`config.mk`:
```
export PLATFORM = sky130hd
export DESIGN_NAME = smb_reg_target
export DESIGN_NICKNAME = d
export VERILOG_FILES = /design/src/rtl/smb_pkg.sv /design/src/rtl/smb_line_sync.sv /design/src/rtl/smb_regfile.sv /design/src/rtl/smb_reg_target.sv
export SDC_FILE = /design/constraint.sdc
export NUM_CORES = 1
export LEC_CHECK = 0
export ABC_AREA = 1
export BUFFER_PORTS_ARGS = -buffer_cell sky130_fd_sc_hd__buf_4
export CORE_UTILIZATION = 55
export CTS_CLUSTER_DIAMETER = 120
export DETAILED_ROUTE_END_ITERATION = 16
export GPL_TIMING_DRIVEN = 0
export PLACE_DENSITY = 0.74
export SYNTH_ARGS = -nofsm -noshare
export SYNTH_HDL_FRONTEND = slang
export SYNTH_SLANG_ARGS = --single-unit
```
`constraint.sdc`:
```
create_clock -name clk -period 2.1 [get_ports clk]
set_clock_uncertainty 0.15 [all_clocks]
set_input_delay 0.21 -clock clk [delete_from_list [all_inputs] [get_ports clk]]
set_output_delay 0.21 -clock clk [all_outputs]
set_load 0.01 [all_outputs]
```
`src/rtl/smb_pkg.sv`:
```
package smb_pkg;
   typedef enum logic [1:0] {
      FR_IDLE = 2'd0,
      FR_ADDR = 2'd1,
      FR_WR   = 2'd2,
      FR_RD   = 2'd3
   } frame_e;
endpackage

```
`src/rtl/smb_line_sync.sv`:
```
module smb_line_sync #(
   parameter int STAGES = 2
) (
   input  logic clk,
   input  logic rst_n,
   input  logic line_i,
   output logic level_o,
   output logic prev_o
);
   logic [STAGES-1:0] chain;

   initial begin
      assert (STAGES >= 1) else $error("smb_line_sync: STAGES must be at least 1");
   end

   generate
      if (STAGES == 1) begin : g_one
         always_ff @(posedge clk or negedge rst_n) begin
            if (!rst_n) chain <= '1;
            else        chain <= line_i;
         end
      end else begin : g_many
         always_ff @(posedge clk or negedge rst_n) begin
            if (!rst_n) chain <= '1;
            else        chain <= {chain[STAGES-2:0], line_i};
         end
      end
   endgenerate

   always_ff @(posedge clk or negedge rst_n) begin
      if (!rst_n) prev_o <= 1'b1;
      else        prev_o <= chain[STAGES-1];
   end

   assign level_o = chain[STAGES-1];
endmodule

```
`src/rtl/smb_regfile.sv`:
```
module smb_regfile #(
   parameter int NREG = 16,
   parameter int DW   = 8
) (
   input  logic                     clk,
   input  logic                     rst_n,
   input  logic                     we,
   input  logic [$clog2(NREG)-1:0]  waddr,
   input  logic [DW-1:0]            wdata,
   input  logic [$clog2(NREG)-1:0]  raddr,
   output logic [DW-1:0]            rdata
);
   localparam int AW = $clog2(NREG);

   logic [DW-1:0] cells [NREG];

   generate
      for (genvar gi = 0; gi < NREG; gi++) begin : g_cell
         logic [DW-1:0] cell_q;
         always_ff @(posedge clk or negedge rst_n) begin
            if (!rst_n)                         cell_q <= '0;
            else if (we && waddr == AW'(gi))    cell_q <= wdata;
         end
         assign cells[gi] = cell_q;
      end
   endgenerate

   assign rdata = cells[raddr];
endmodule

```
`src/rtl/smb_reg_target.sv`:
```
module smb_reg_target #(
   parameter logic [6:0] DEV_ADDR    = 7'h2A,
   parameter int         NREG        = 16,
   parameter int         BLK_COUNT   = 4,
   parameter int         SYNC_STAGES = 2
) (
   input  logic                    clk,
   input  logic                    rst_n,
   input  logic                    scl_i,
   input  logic                    sda_i,
   output logic                    sda_pull_o,
   output logic                    wr_stb_o,
   output logic [$clog2(NREG)-1:0] wr_idx_o,
   output logic [7:0]              wr_byte_o
);
   import smb_pkg::*;

   localparam int IDXW = $clog2(NREG);

   initial begin
      assert (NREG >= 2 && (NREG & (NREG - 1)) == 0)
         else $error("smb_reg_target: NREG must be a power of two");
      assert (IDXW <= 7)
         else $error("smb_reg_target: index must fit below the block-mode bit");
      assert (BLK_COUNT >= 1 && BLK_COUNT <= 32)
         else $error("smb_reg_target: BLK_COUNT out of range");
   end

   // bus line conditioning: index 0 = SCL, index 1 = SDA
   logic [1:0] line_raw, line_lvl, line_prv;
   assign line_raw = {sda_i, scl_i};

   generate
      for (genvar gl = 0; gl < 2; gl++) begin : g_sync
         smb_line_sync #(.STAGES(SYNC_STAGES)) u_sync (
            .clk     (clk),
            .rst_n   (rst_n),
            .line_i  (line_raw[gl]),
            .level_o (line_lvl[gl]),
            .prev_o  (line_prv[gl])
         );
      end
   endgenerate

   logic scl_rise, scl_fall, bus_start, bus_stop, sda_lvl;
   assign sda_lvl   = line_lvl[1];
   assign scl_rise  =  line_lvl[0] & ~line_prv[0];
   assign scl_fall  = ~line_lvl[0] &  line_prv[0];
   assign bus_start =  line_lvl[0] &  line_prv[0] &  line_prv[1] & ~line_lvl[1];
   assign bus_stop  =  line_lvl[0] &  line_prv[0] & ~line_prv[1] &  line_lvl[1];

   // protocol state
   frame_e          frame;
   logic [3:0]      bit_cnt;
   logic [6:0]      shreg;
   logic [7:0]      txreg;
   logic            is_read;
   logic            host_nack;
   logic [1:0]      byte_n;
   logic [IDXW-1:0] cmd_idx;
   logic            cmd_blk;
   logic [IDXW-1:0] cur_ptr;
   logic            cnt_pend;

   logic [7:0] new_byte, rd_q, tx_next;
   assign new_byte = {shreg, sda_lvl};
   assign tx_next  = cnt_pend ? 8'(BLK_COUNT) : rd_q;

   smb_regfile #(.NREG(NREG), .DW(8)) u_regs (
      .clk   (clk),
      .rst_n (rst_n),
      .we    (wr_stb_o),
      .waddr (wr_idx_o),
      .wdata (wr_byte_o),
      .raddr (cur_ptr),
      .rdata (rd_q)
   );

   always_ff @(posedge clk or negedge rst_n) begin
      if (!rst_n) begin
         frame      <= FR_IDLE;
         bit_cnt    <= '0;
         shreg      <= '0;
         txreg      <= '0;
         is_read    <= 1'b0;
         host_nack  <= 1'b0;
         byte_n     <= '0;
         cmd_idx    <= '0;
         cmd_blk    <= 1'b0;
         cur_ptr    <= '0;
         cnt_pend   <= 1'b0;
         sda_pull_o <= 1'b0;
         wr_stb_o   <= 1'b0;
         wr_idx_o   <= '0;
         wr_byte_o  <= '0;
      end else begin
         wr_stb_o <= 1'b0;
         if (bus_start) begin
            frame      <= FR_ADDR;
            bit_cnt    <= '0;
            byte_n     <= '0;
            cur_ptr    <= cmd_idx;
            cnt_pend   <= cmd_blk;
            sda_pull_o <= 1'b0;
         end else if (bus_stop) begin
            frame      <= FR_IDLE;
            sda_pull_o <= 1'b0;
         end else if (frame != FR_IDLE) begin
            if (scl_rise) begin
               bit_cnt <= bit_cnt + 4'd1;
               if (bit_cnt < 4'd7) shreg <= new_byte[6:0];
               if (bit_cnt == 4'd7) begin
                  case (frame)
                     FR_ADDR: begin
                        if (shreg == DEV_ADDR) is_read <= sda_lvl;
                        else                   frame   <= FR_IDLE;
                     end
                     FR_WR: begin
                        if (byte_n == 2'd0) begin
                           cmd_idx  <= new_byte[IDXW-1:0];
                           cmd_blk  <= new_byte[7];
                           cur_ptr  <= new_byte[IDXW-1:0];
                           cnt_pend <= new_byte[7];
                        end else if (cnt_pend) begin
                           cnt_pend <= 1'b0;
                        end else begin
                           wr_stb_o  <= 1'b1;
                           wr_idx_o  <= cur_ptr;
                           wr_byte_o <= new_byte;
                           cur_ptr   <= cur_ptr + 1'b1;
                        end
                        if (byte_n != 2'd2) byte_n <= byte_n + 2'd1;
                     end
                     default: ;
                  endcase
               end
               if (bit_cnt == 4'd8 && frame == FR_RD) begin
                  host_nack <= sda_lvl;
                  if (cnt_pend) cnt_pend <= 1'b0;
                  else          cur_ptr  <= cur_ptr + 1'b1;
               end
            end else if (scl_fall) begin
               if (bit_cnt == 4'd8) begin
                  sda_pull_o <= (frame == FR_ADDR) || (frame == FR_WR);
               end else if (bit_cnt == 4'd9) begin
                  bit_cnt <= '0;
                  if (frame == FR_RD && host_nack) begin
                     frame      <= FR_IDLE;
                     sda_pull_o <= 1'b0;
                  end else if (frame == FR_RD || (frame == FR_ADDR && is_read)) begin
                     frame      <= FR_RD;
                     txreg      <= tx_next;
                     sda_pull_o <= ~tx_next[7];
                  end else begin
                     frame      <= FR_WR;
                     sda_pull_o <= 1'b0;
                  end
               end else if (frame == FR_RD) begin
                  sda_pull_o <= ~txreg[3'd7 - bit_cnt[2:0]];
               end else begin
                  sda_pull_o <= 1'b0;
               end
            end
         end
      end
   end
endmodule

```
======== Word level (Yosys, flattened, before mapping) ========
Index checks and enable logic that the tools add are counted.
storage, ports and cells
  output and inout bits ................... 14
  bits of input ports ..................... 4
  word-level logic and storage cells ...... 208
  bits in registers ....................... 183
operators by class
  reduce and logical (&&, ||, !) cells .... 46
  magnitude comparators ................... 3
  $add $sub $neg .......................... 4
  eq/ne operators ......................... 30
  bitwise operators ....................... 21
  muxes and demuxes ....................... 69
operator list
  operator               number
  $mux W4                17
  $eq A4 B4 Y1 const B   10
  $mux W2                18
  $bmux W8 S4            1
  $mux W1                29
  $mux W8                3
  $reduce_and A7 Y1      3
  $eq A4 B3 Y1 const B   5
  $logic_and A1 B1 Y1    19
  $reduce_and A5 Y1      3
  $not A1 Y1             13
  $reduce_bool A2 Y1     6
  $reduce_bool A3 Y1     4
  $reduce_and A9 Y1      1
  $add A4 B1 Y4 const B  2
  $eq A4 B2 Y1 const B   2
  $ne A4 B1 Y1 const B   2
  $ne A4 B4 Y1 const B   2
  $reduce_and A8 Y1      1
  $reduce_bool A4 Y1     2
  $and A1 B1 Y1          7
  $eq A7 B6 Y1 const B   1
  $reduce_and A3 Y1      2
  $reduce_and A6 Y1      1
  other kinds (16)       19

======== Logic depth before layout (Yosys ltp) ========
Gate-level depths: netlist of run 1.
  depth after elaboration ................. 15
  depth in mapped cells ................... 13

======== By module ========
A second synthesis of run 1 with hierarchy kept.
unflattened totals
  cells, all modules ...................... 1191
  area total of the unflattened synthesis .. 9208.8 sq um
by module, submodules not included
  module          times used  sequential area each (sq um)  cells each  area each (sq um)
  smb_regfile     1           3203.1                        834         6262.3
  smb_reg_target  1           1226.2                        351         2788.9
  smb_line_sync   2           78.8                          3           78.8

======== Least setup slack after synthesis of run 1 ========
Ideal clock, no wire load.
  path type ............................... register -> register
  start point ............................. reg g_sync[0].u_sync.chain[1]
  end point ............................... reg wr_idx_o[2]
  cell stages (with the launch flop) ...... 8
  clock period less this slack ............ 1.972 ns
  setup slack ............................. 0.128 ns
  data required time ...................... 1.821 ns
  arrival ................................. 1.693 ns
  path through ............................ dfstp_2 > ha_1 > inv_1 > nor4_4 > nand4_4 > buf_6 > nand2_1 > o21ai_2
on the way
  longest elaborated chain between the ends .. 5
  elaborated cells on any way between the ends .. 9
ends and longest elaborated chain
  element                                         line                                        text
  start, declared                                 smb_line_sync.sv:10                         logic [STAGES-1:0] chain;
  start signal, assigned                          smb_line_sync.sv:25                         else chain <= {chain[STAGES-2:0], line_i};
  $and A1 B1 Y1                                   smb_reg_target.sv:49, smb_reg_target.sv:50
  $and A1 B1 Y1 (on tied branches) (2 in series)  smb_reg_target.sv:50, smb_reg_target.sv:49
  $not A1 Y1 (no line)                            --
  $reduce_and A8 Y1 (no line) (*)                 --
  end signal, assigned                            smb_reg_target.sv:128                       wr_idx_o <= cur_ptr;
  end, declared                                   smb_reg_target.sv:13                        output logic [$clog2(NREG)-1:0] wr_idx_o,
Mark *: on every way between the ends. The rest lies on a longest branch, timed or not.
A chain may end at the register's enable or synchronous reset.

======== Worst setup path in the final report of run 1 ========
  start point ............................. reg cur_ptr[0]
  end point ............................... reg txreg[2]
on the way
  longest elaborated chain between the ends .. 5
ends and longest elaborated chain
  element                                      line                   text
  start, declared                              smb_reg_target.sv:62   logic [IDXW-1:0] cur_ptr;
  start signal, assigned                       smb_reg_target.sv:102  cur_ptr <= cmd_idx;
  start signal, assigned                       smb_reg_target.sv:122  cur_ptr <= new_byte[IDXW-1:0];
  start signal, assigned                       smb_reg_target.sv:130  cur_ptr <= cur_ptr + 1'b1;
  $not A4 Y5 (implied by the code)             smb_regfile.sv:28      assign rdata = cells[raddr];
  $bmux W8 S4                                  smb_regfile.sv:28
  $mux W8 (implied by the code) (2 in series)  smb_regfile.sv:28
  $mux W8                                      smb_reg_target.sv:67   assign tx_next = cnt_pend ? 8'(BLK_COUNT) : rd_q;
  end signal, assigned                         smb_reg_target.sv:152  txreg <= tx_next;
  end, declared                                smb_reg_target.sv:56   logic [7:0] txreg;
Every way passes these cells. The select of a mux whose other input is x is not followed.

==> results of run 1 <==
-- stage by stage --
| step | area, um^2 | utilization | setup slack, ps | setup TNS [ps] |
|---|---|---|---|---|
| detailed placement | 9090 | 0.595 | -167 | -1620 |
| global placement | 9050 | 0.593 | -480 | -83450 |
| finish | 9950 | 0.652 | -41.7 | -41.7 |
| floorplan | 8660 | - | 128 | 0 |
| global route | 9950 | 0.652 | -77.7 | -716 |
| CTS | 9790 | 0.641 | 1.10 | 0 |
-- logic make-up after synthesis --
logic type | synth area share
and+or+nand+nor | 0.210
DFF | 0.530
xor gates and xnor gates | 0.00202
buffers and inverters | 0.0647
adders and majority gates | 0.0188
AOI/OAI and AO/OA | 0.175
-- cell type report --
cell class,instances,area (um^2)
fillers,1291,5300
flip-flops and latches,183,4590
multi-input cells,727,3630
clock buffers,18,429
inverters,88,332
plain buffers,52,275
well taps,211,264
repair buffers,30,260
clock inverters,14,174
-- per-layer routing --
layer	global-route usage	up-vias	part of all wire	wire, um
met2	0.525	375	0.47	12100
met3	0.0590	95	0.079	2010
met1	0.435	3729	0.40	10100
met5	0	-	0	0
met4	0.180	0	0.049	1250
li1	-	3550	-	-
-- what timing repair did --
| item | CTS | global route |
|---|---|---|
| hold buffers | 3 | 0 |
| hold endpoints to repair | 61 | 0 |
| endpoints found under the setup margin | 32 | 116 |
| pin swaps | 4 | 8 |
| setup buffers | 5 | 4 |
| resized for setup | 18 | 61 |
-- final timing paths --
| kind | startpoint | end | slack [ps] | depth (start not counted) |
|---|---|---|---|---|
| min in group clk | g_sync[1].u_sync.chain[0]$_DFF_PN1_ | g_sync[1].u_sync.chain[1]$_DFF_PN1_ | 200 | 0 |
| worst min register to register | g_sync[1].u_sync.chain[0]$_DFF_PN1_ | g_sync[1].u_sync.chain[1]$_DFF_PN1_ | 200 | 0 |
| worst min-delay path | rst_n | u_regs.g_cell[15].cell_q[5]$_DFFE_PN0P_ | 140 | 2 |
| worst max-delay path | cur_ptr[0]$_DFFE_PN0P_ | txreg[2]$_DFFE_PN0P_ | -40 | 9 |
| worst max register to register | cur_ptr[0]$_DFFE_PN0P_ | txreg[2]$_DFFE_PN0P_ | -40 | 9 |
| max in group asynchronous | rst_n | u_regs.g_cell[1].cell_q[1]$_DFFE_PN0P_ | 680 | 3 |
-- cell usage in the layout (no fill, tap or decap), types with 4 or more instances in the layout --
cell type,netlist,routed
nor2_1,95,88
nand3_2,3,5
dfstp_2,6,6
nor2_2,4,9
o21ai_1,1,8
clkbuf_2,0,12
buf_2,13,10
o211ai_1,19,19
buf_6,2,6
o22ai_1,7,7
dfrtp_1,177,176
a21oi_1,33,33
inv_8,0,4
buf_4,1,25
inv_2,3,5
ha_1,13,10
nand3_1,50,47
nand2_2,1,6
clkbuf_1,35,23
o21ai_2,12,15
inv_1,82,80
inv_6,0,6
o21ai_0,197,186
nand2_1,263,258
nor3_1,5,4
clkbuf_16,0,17
-- report_power, final --
part | internal, mW | switching [mW] | total [mW] | leakage (nW)
Clock | 1.81 | 1.54 | 3.35 | 0.295
Sequential | 3.66 | 0.119 | 3.78 | 2.51
Combinational | 0.770 | 1.83 | 2.60 | 1.73
Total | 6.24 | 3.49 | 9.73 | 4.54
-- registers in the layout, summed over array words and instances, names as in the netlist, 2 cells and up --
register              flops
shreg                     7
wr_idx_o                  4
g_sync.u_sync.prev_o      2
bit_cnt                   4
wr_byte_o                 8
frame                     2
byte_n                    2
txreg                     8
u_regs.g_cell.cell_q    128
cmd_idx                   4
cur_ptr                   4
g_sync.u_sync.chain       4
==> impl_metrics.csv, run 1 <==
group,metric,value,unit
detailed_routing,wl_per_cell,19.2,um
min_path,hp-class,"input pin to async pin",
critical_path,crit_chain,"buf_6, inv_2, clkbuf_4, o21ai_0, o21ai_0, o211ai_1, nand3_1, nand2_1, inv_1",
synth,ys_top_cells_by_area,"dfrtp_1 51%, nand2_1 11%, o21ai_0 11%",
synth,yosys.cell_types.count,38,
sta,setup_viol,1,
sta,tightest_slew,651,ps
synth,synth_common_cells,"263 x nand2_1, 197 x o21ai_0, 177 x dfrtp_1",
synth,synth_top_area_frac,0.511,
cts,cts_made_buffers,17,
synth,synth-seq-area-share,0.530,
final_layout,fin_cells,1323,
global_routing,grt_max_degree,125,
detailed_routing,drt.antenna.violating_nets,0,
critical_path,crit_fanout,10,
global_routing,grt_pass1_wl,39900,um
critical_path,end_kind,"register",
cts,clkTransAtPathRegs,70,ps
sta,rsz0062_at_grt,"yes",
sta,slew_headroom,0.566,
cts,clk_latency,440,ps
sta,period_needed,2140,ps
sta,period_share,1.02,
synth,synth_most_common_cell,"nand2_1",
sta,setup_slack,-41.7,ps
critical_path,critPathKind,"register to register",
placement,place_congestion,0.991,
placement,place_inst,1279,
synth,synthFlopType,"dfrtp_1",
sta,slew_violations,0,
detailed_routing,drt-vias-per-instance,5.86,
floorplan,num_rows,45,
detailed_routing,initialDrtViolationCount,1060,
power,power,9.73,mW
synth,synth_seq_cells,183,
critical_path,crit_path_start_kind,"register",
global_routing,antenna_found_initial,0,
synth,yosysWarnings,0,
critical_path,cp.required,2280,ps
cts,tritoncts,"built",
placement,dp_hpwl,17500,um
final_layout,fin_nets,1116,
outcome,violations,"negative setup slack",
sta,max_clock_freq,467,MHz
global_routing,first_global_vias,7433,
synth,syn-num-nets,1067,
critical_path,path_delay_family,"compound AO/OA/AOI/OAI gates",
critical_path,worst-path-buf-inv,4,
floorplan,die_h,127,um
outcome,status,"finished with violations",
floorplan,die_w,127,um
global_routing,grt_usage,0.331,
synth,synth_area_per_cell,8.25,um^2
critical_path,max_stage_delay,380,ps
synth,async_flop_share,1.00,
cts,clock_path_buffers,2,
floorplan,fp.dieArea,16200,um^2
global_routing,overflow,0,
detailed_routing,drc,0,
synth,synth_enable_flop_cells,0,
critical_path,crit_slowest_cell,"dfrtp_1",
floorplan,initial_core_util,0.568,
sta,hold_violations,0,
cts,clock-sinks,183,
synth,synth_largest_area_cell,"dfrtp_1",
sta,whs,144,ps
detailed_routing,routed_wl,25400,um
power,pwr_density_cell,978,nW/um^2
power,p_leak,4.54,nW
cts,ctsHtreeMaxLevel,4,
final_layout,drive_gt1_frac,0.137,
cts,root_buffer,"clkbuf_16",
critical_path,crit_arrival,2320,ps
detailed_routing,vias,7749,
critical_path,crit_top_cell,"o21ai_0",
floorplan,io_pins,18,
detailed_routing,drtPass1Iterations,5,
synth,synthCells,1050,
final_layout,syn_to_final_growth,15.0,%
flow_run,cap_viol_max_count,0,
placement,io_buffers,17,
final_layout,antenna_cells,0,
floorplan,coreArea,15300,um^2
synth,syn_area,8660,um^2
power,irDropWorstVdd,0.777,mV
Power figures use the tool's default switching activity.
==> run 2: changes to the inputs <==
--- a/config.mk
+++ b/config.mk
@@ -11,7 +11,8 @@
 export CTS_CLUSTER_DIAMETER = 120
 export DETAILED_ROUTE_END_ITERATION = 16
 export GPL_TIMING_DRIVEN = 0
-export PLACE_DENSITY = 0.74
+export PLACE_DENSITY = 0.75
 export SYNTH_ARGS = -nofsm -noshare
 export SYNTH_HDL_FRONTEND = slang
+export SYNTH_HIERARCHICAL = 1
 export SYNTH_SLANG_ARGS = --single-unit
==> impl_metrics.csv, run 2 <==
group,metric,value,unit
outcome,status,"complete, no violations",
critical_path,crit_arrival,2280,ps
critical_path,crit_path_start_kind,"register",
min_path,hold_depth,0,
detailed_routing,drt.antenna.violating_nets,0,
floorplan,coreArea,16100,um^2
sta,period_needed,2060,ps
detailed_routing,vias,8317,
global_routing,overflow,0,
sta,tightest_slew,782,ps
final_layout,drive_gt1_frac,0.152,
synth,yosys.cell_types.count,36,
synth,synth-seq-area-share,0.498,
synth,syn-num-nets,1208,
floorplan,die_h,131,um
synth,yosysWarnings,6,
cts,root_buffer,"clkbuf_16",
final_layout,antenna_cells,0,
cts,tritoncts,"built",
critical_path,reg2reg_slack,40,ps
synth,synth_most_common_cell,"nand2_1",
global_routing,grt_max_degree,95,
sta,setup_viol,0,
final_layout,final_common_cell,"nand2_1",
placement,place_congestion,0.951,
cts,clkTransAtPathRegs,70,ps
final_layout,top_register,"u_regs/g_cell.cell_q",
cts,clk_latency,440,ps
detailed_routing,initialDrtViolationCount,962,
global_routing,grt_pass1_wl,40700,um
cts,clock_path_buffers,2,
critical_path,crit_chain,"clkinv_4, buf_8, nand2_1, nand2_1, nand2_1, nand3_2, nand3_2, nand2_2, inv_2, nor2_2, o31a_1, nand2_1, nand2_1, o21ai_1",
detailed_routing,wl_per_cell,17.2,um
synth,ys_top_cells_by_area,"dfrtp_1 48%, nand2_1 17%, o21ai_0 7.2%",
detailed_routing,drt-vias-per-instance,5.56,
placement,dp_hpwl,16700,um
final_layout,syn_to_final_growth,17.7,%
sta,max_clock_freq,485,MHz
synth,synth_common_cells,"416 x nand2_1, 177 x dfrtp_1, 146 x inv_1",
sta,slew_violations,0,
critical_path,crit_fanout,5,
synth,synth_area_per_cell,7.73,um^2
synth,synth_largest_area_cell,"dfrtp_1",
min_path,hp-class,"register to register",
cts,cts_made_buffers,17,
global_routing,grt_usage,0.304,
detailed_routing,drc,0,
final_layout,reg.largest.list,"u_regs/g_cell.cell_q: 128 flops, txreg: 8 flops, wr_byte_o: 8 flops",
synth,synth_top_area_frac,0.481,
critical_path,rr_startpoint,"cur_ptr[0]$_DFFE_PN0P_",
detailed_routing,drtPass1Iterations,7,
critical_path,cp.required,2310,ps
final_layout,fin_cells,1495,
power,p_leak,5.14,nW
detailed_routing,routed_wl,25700,um
floorplan,num_rows,46,
placement,place_inst,1425,
final_layout,final_cell_mix,"412 x nand2_1, 173 x dfrtp_1, 142 x inv_1, 131 x o21ai_0, 115 x nand3_1",
critical_path,max_stage_delay,530,ps
floorplan,io_pins,18,
global_routing,first_global_vias,7764,
synth,async_flop_share,1.00,
final_layout,fin_nets,1283,
min_path,hold_end,"g_sync[1].u_sync/chain[1]$_DFF_PN1_",
synth,synth_seq_cells,183,
synth,synth_enable_flop_cells,0,
critical_path,worstRegToRegCells,14,
placement,place_area,9640,um^2
synth,syn_area,9210,um^2
critical_path,crit_slowest_cell,"dfrtp_2",
sta,period_share,0.983,
placement,io_buffers,17,
floorplan,die_w,131,um
final_layout,stdcell_area,10800,um^2
power,irDropWorstVdd,0.700,mV
critical_path,r2r_end,"sda_pull_o$_DFFE_PN0P_",
power,pwr_density_cell,1010,nW/um^2
min_path,hp-start,"g_sync[1].u_sync/chain[0]$_DFF_PN1_",
critical_path,end_kind,"register",
synth,synthFlopType,"dfrtp_1",
sta,fin_setup_tns,0,ps
sta,hold_violations,0,
floorplan,initial_core_util,0.571,
cts,clock-sinks,183,
global_routing,antenna_found_initial,0,
critical_path,crit_top_cell,"nand2_1",
synth,synthCells,1191,
critical_path,critPathKind,"register to register",
power,power,10.9,mW
sta,slew_headroom,0.479,
cts,ctsHtreeMaxLevel,4,
final_layout,largest_reg_flops,128,
flow_run,cap_viol_max_count,0,
sta,rsz0062_at_grt,"yes",
floorplan,fp.dieArea,17300,um^2
-- run 2: changes by cell type after synthesis, sizes merged, moves of 7 or more --
cell / delta
a21oi: -19
buf: +14
clkbuf: -10
inv: +68
nand2: +155
nand3: +71
nor2: -71
o211ai: -18
o21ai: -35
o22ai: -7
-- run 2: cell families after synthesis --
| kind of cell | count (synthesis) | share of synthesized area |
|---|---|---|
| compound gates | 197 | 0.112 |
| xor+xnor | 1 | 0.000951 |
| buf+inv | 210 | 0.0999 |
| flops | 183 | 0.498 |
| fa+ha+maj | 13 | 0.0177 |
| simple gates | 587 | 0.271 |
-- run 2: through the flow --
step / setup slack (ps) / util / hold WS (ps)
after floorplan: 116 / - / -236
after global placement: -481 / 0.596 / 168
after detailed placement: -511 / 0.598 / 123
after CTS: -7.85 / 0.646 / 208
after global routing: -36.0 / 0.672 / 217
final: 36.3 / 0.672 / 208
-- run 2: area by class of cell --
class / count / area, um^2
Fill cell: 1333 / 5280
Sequential cell: 183 / 4590
Multi-Input combinational cell: 798 / 3780
Inverter: 154 / 592
Buffer: 55 / 514
Timing Repair Buffer: 56 / 485
Clock buffer: 17 / 425
Tap cell: 216 / 270
Clock inverter: 15 / 173
Timing Repair inverter: 1 / 6.26
-- run 2: worst max path at each step --
stage	to	slack, ps	start
2_1_floorplan	sda_pull_o$_DFFE_PN0P_	120	cur_ptr[2]$_DFFE_PN0P_
3_3_place_gp	sda_pull_o$_DFFE_PN0P_	-480	cur_ptr[2]$_DFFE_PN0P_
3_5_place_dp	sda_pull_o$_DFFE_PN0P_	-510	cur_ptr[2]$_DFFE_PN0P_
4_1_cts	sda_pull_o$_DFFE_PN0P_	-8	cur_ptr[0]$_DFFE_PN0P_
5_1_grt	sda_pull_o$_DFFE_PN0P_	-40	cur_ptr[0]$_DFFE_PN0P_
6_report	sda_pull_o$_DFFE_PN0P_	40	cur_ptr[0]$_DFFE_PN0P_
-- run 2: critical path: cells and delay by family (launching register included) --
kind,cells,cell delay [ps]
simple gates,9,610
flops,1,530
buf+inv,3,400
compound gates,2,310
-- run 2: layer usage --
metal,global-route usage,vias up,wire (um)
li1,-,3919,-
met1,0.416,3977,10800
met2,0.482,341,12000
met3,0.0559,80,1940
met4,0.120,0,949
met5,0,-,0
-- run 2: repair_timing --
item,CTS,global route
resized for setup,47,55
endpoints found under the hold margin,95,0
cloned,0,2
hold buffers,3,0
pin swaps,1,8
setup buffers,5,29
endpoints found under the setup margin,26,49
-- run 2: power by group --
group / internal (mW) / switching (mW)
Sequential: 3.69 / 0.175
Clock: 1.62 / 1.60
Combinational: 1.45 / 2.41
Total: 6.76 / 4.19
==> run 3: changes to the inputs <==
--- a/config.mk
+++ b/config.mk
@@ -6,7 +6,7 @@
 export NUM_CORES = 1
 export LEC_CHECK = 0
 export ABC_AREA = 1
-export BUFFER_PORTS_ARGS = -buffer_cell sky130_fd_sc_hd__buf_4
+export BUFFER_PORTS_ARGS = -buffer_cell sky130_fd_sc_hd__buf_2
 export CORE_UTILIZATION = 55
 export CTS_CLUSTER_DIAMETER = 120
 export DETAILED_ROUTE_END_ITERATION = 16
@@ -14,5 +14,4 @@
 export PLACE_DENSITY = 0.75
 export SYNTH_ARGS = -nofsm -noshare
 export SYNTH_HDL_FRONTEND = slang
-export SYNTH_HIERARCHICAL = 1
 export SYNTH_SLANG_ARGS = --single-unit
==> impl_metrics.csv, run 3 (same netlist as run 1, synthesis figures left out) <==
group,metric,value,unit
cts,tritoncts,"built",
final_layout,fillers,1237,
final_layout,fin_cells,1334,
detailed_routing,wl_met2,12300,um
cts,clock-sinks,183,
detailed_routing,wl_per_cell,19.3,um
final_layout,register_area,4590,um^2
sta,setup_viol,1,
global_routing,grt_max_degree,100,
final_layout,final_cell_mix,"254 x nand2_1, 184 x o21ai_0, 175 x dfrtp_1, 92 x nor2_1, 80 x inv_1",
final_layout,final_common_cell,"nand2_1",
sta,period_share,1.01,
critical_path,path_delay_family,"buffers and inverters",
floorplan,coreArea,15300,um^2
outcome,status,"finished with violations",
cts,clkTransAtPathRegs,70,ps
sta,slew_headroom,0.498,
floorplan,io_pins,18,
critical_path,worst-path-buf-inv,2,
cts,ctsHtreeMaxLevel,4,
sta,hold_violations,0,
global_routing,grt_usage,0.330,
placement,io_buffers,17,
floorplan,die_h,127,um
floorplan,initial_core_util,0.568,
global_routing,overflow,0,
detailed_routing,drt.antenna.violating_nets,0,
cts,clock_path_buffers,2,
final_layout,largest_reg_flops,128,
floorplan,fp.dieArea,16200,um^2
placement,place_inst,1279,
global_routing,first_global_vias,7463,
sta,fin_setup_tns,-19.5,ps
flow_run,cap_viol_max_count,0,
power,p_leak,4.58,nW
sta,slew_violations,0,
critical_path,crit_arrival,2300,ps
cts,clk_latency,440,ps
detailed_routing,routed_wl,25700,um
critical_path,max_stage_delay,580,ps
detailed_routing,drc,0,
sta,period_needed,2120,ps
power,pwr_density_cell,973,nW/um^2
detailed_routing,vias,7856,
critical_path,crit_fanout,10,
outcome,violations,"negative setup slack",
final_layout,antenna_cells,0,
detailed_routing,drt-vias-per-instance,5.89,
detailed_routing,routed.top_layer,"met4",
global_routing,grt_pass1_wl,39800,um
critical_path,critPathKind,"register to register",
sta,tightest_slew,753,ps
final_layout,drive_gt1_frac,0.149,
min_path,hp-class,"register to register",
critical_path,end_kind,"register",
detailed_routing,initialDrtViolationCount,992,
power,irDropWorstVdd,0.867,mV
detailed_routing,drtPass1Iterations,9,
critical_path,cp.required,2280,ps
final_layout,multi_input_comb_area,3680,um^2
critical_path,crit_chain,"inv_1, buf_1, o221ai_1, nand3_1, nand2_1, nand2_1, nand2_1",
floorplan,num_rows,45,
critical_path,crit_slowest_cell,"buf_1",
global_routing,antenna_found_initial,0,
final_layout,syn_to_final_growth,16.4,%
sta,max_clock_freq,472,MHz
floorplan,die_w,127,um
critical_path,crit_top_cell,"nand2_1",
placement,dp_hpwl,17600,um
critical_path,crit_path_start_kind,"register",
final_layout,reg.largest.list,"u_regs.g_cell.cell_q: 128 flops, txreg: 8 flops, wr_byte_o: 8 flops",
sta,rsz0062_at_grt,"yes",
cts,root_buffer,"clkbuf_16",
final_layout,fin_nets,1127,
final_layout,top_register,"u_regs.g_cell.cell_q",
placement,place_congestion,0.962,
detailed_routing,met1_length,10100,um
detailed_routing,dr_wl_met3,2050,um
power,power,9.80,mW
sta,setup_slack,-19.5,ps
cts,cts_made_buffers,17,
placement,place_ws,-218,ps
## run 3: cell count changes in the layout (fill, tap and decap cells not counted), moves of 18 or more
cell / change
nand2_1: -158
o21ai_0: +53
o211ai_1: +18
buf_2: +25
a21oi_1: +19
nor2_1: +72
nand3_1: -68
o21ai_1: -30
inv_1: -62
buf_4: -32
## run 3: path summary, 6_finish.rpt
path,startpoint,to,slack (ps),cells past startpoint
worst max-delay path,cur_ptr[2]$_DFFE_PN0P_,txreg[0]$_DFFE_PN0P_,-20,7
max in group asynchronous,rst_n,u_regs.g_cell[5].cell_q[7]$_DFFE_PN0P_,660,3
min in group asynchronous,rst_n,txreg[2]$_DFFE_PN0P_,260,2
worst min-delay path,g_sync[1].u_sync.chain[0]$_DFF_PN1_,g_sync[1].u_sync.chain[1]$_DFF_PN1_,210,0
worst max register to register,cur_ptr[2]$_DFFE_PN0P_,txreg[0]$_DFFE_PN0P_,-20,7
worst min register to register,g_sync[1].u_sync.chain[0]$_DFF_PN1_,g_sync[1].u_sync.chain[1]$_DFF_PN1_,210,0
## run 3: metrics by stage
stage	instance area, um^2	utilization	hold WS [ps]
after floorplan	8660	-	-236
after global placement	9010	0.590	166
after detailed placement	9050	0.593	160
after CTS	9750	0.639	211
after global routing	10100	0.660	213
final	10100	0.660	210
## run 3: layer usage
layer / global-route usage / vias to the layer above
met5: 0 / -
met4: 0.179 / 0
met3: 0.0590 / 92
met2: 0.535 / 405
met1: 0.423 / 3796
li1: - / 3563
## run 3: worst register-to-register path, cell delays in order, from the launching register on
cell and delay [ps]:
dfrtp_1 410, inv_1 140, buf_1 580, o221ai_1 290
nand3_1 210, nand2_1 120, nand2_1 70, nand2_1 50
## run 3: area by class of cell
cell class,count,share of cell area
flip-flops and latches,183,0.455
repair buffers,41,0.0322
inverters,88,0.0337
well taps,211,0.0262
clock buffers,19,0.0440
clock inverters,13,0.0166
multi-input cells,727,0.366
plain buffers,52,0.0262
## run 3: power by group
group / internal (mW) / switching, mW / total, mW
sequential: 3.66 / 0.146 / 3.81
clock: 1.92 / 1.43 / 3.35
combinational: 0.774 / 1.88 / 2.65
## run 3: repair_timing
action                                  4_1_cts  5_1_grt
hold buffers                                  3        0
hold endpoints to repair                     94        0
cloned                                        0        1
resized for setup                            26       66
setup buffers                                 1       18
endpoints found under the setup margin       34       54
pin swaps                                     2       13
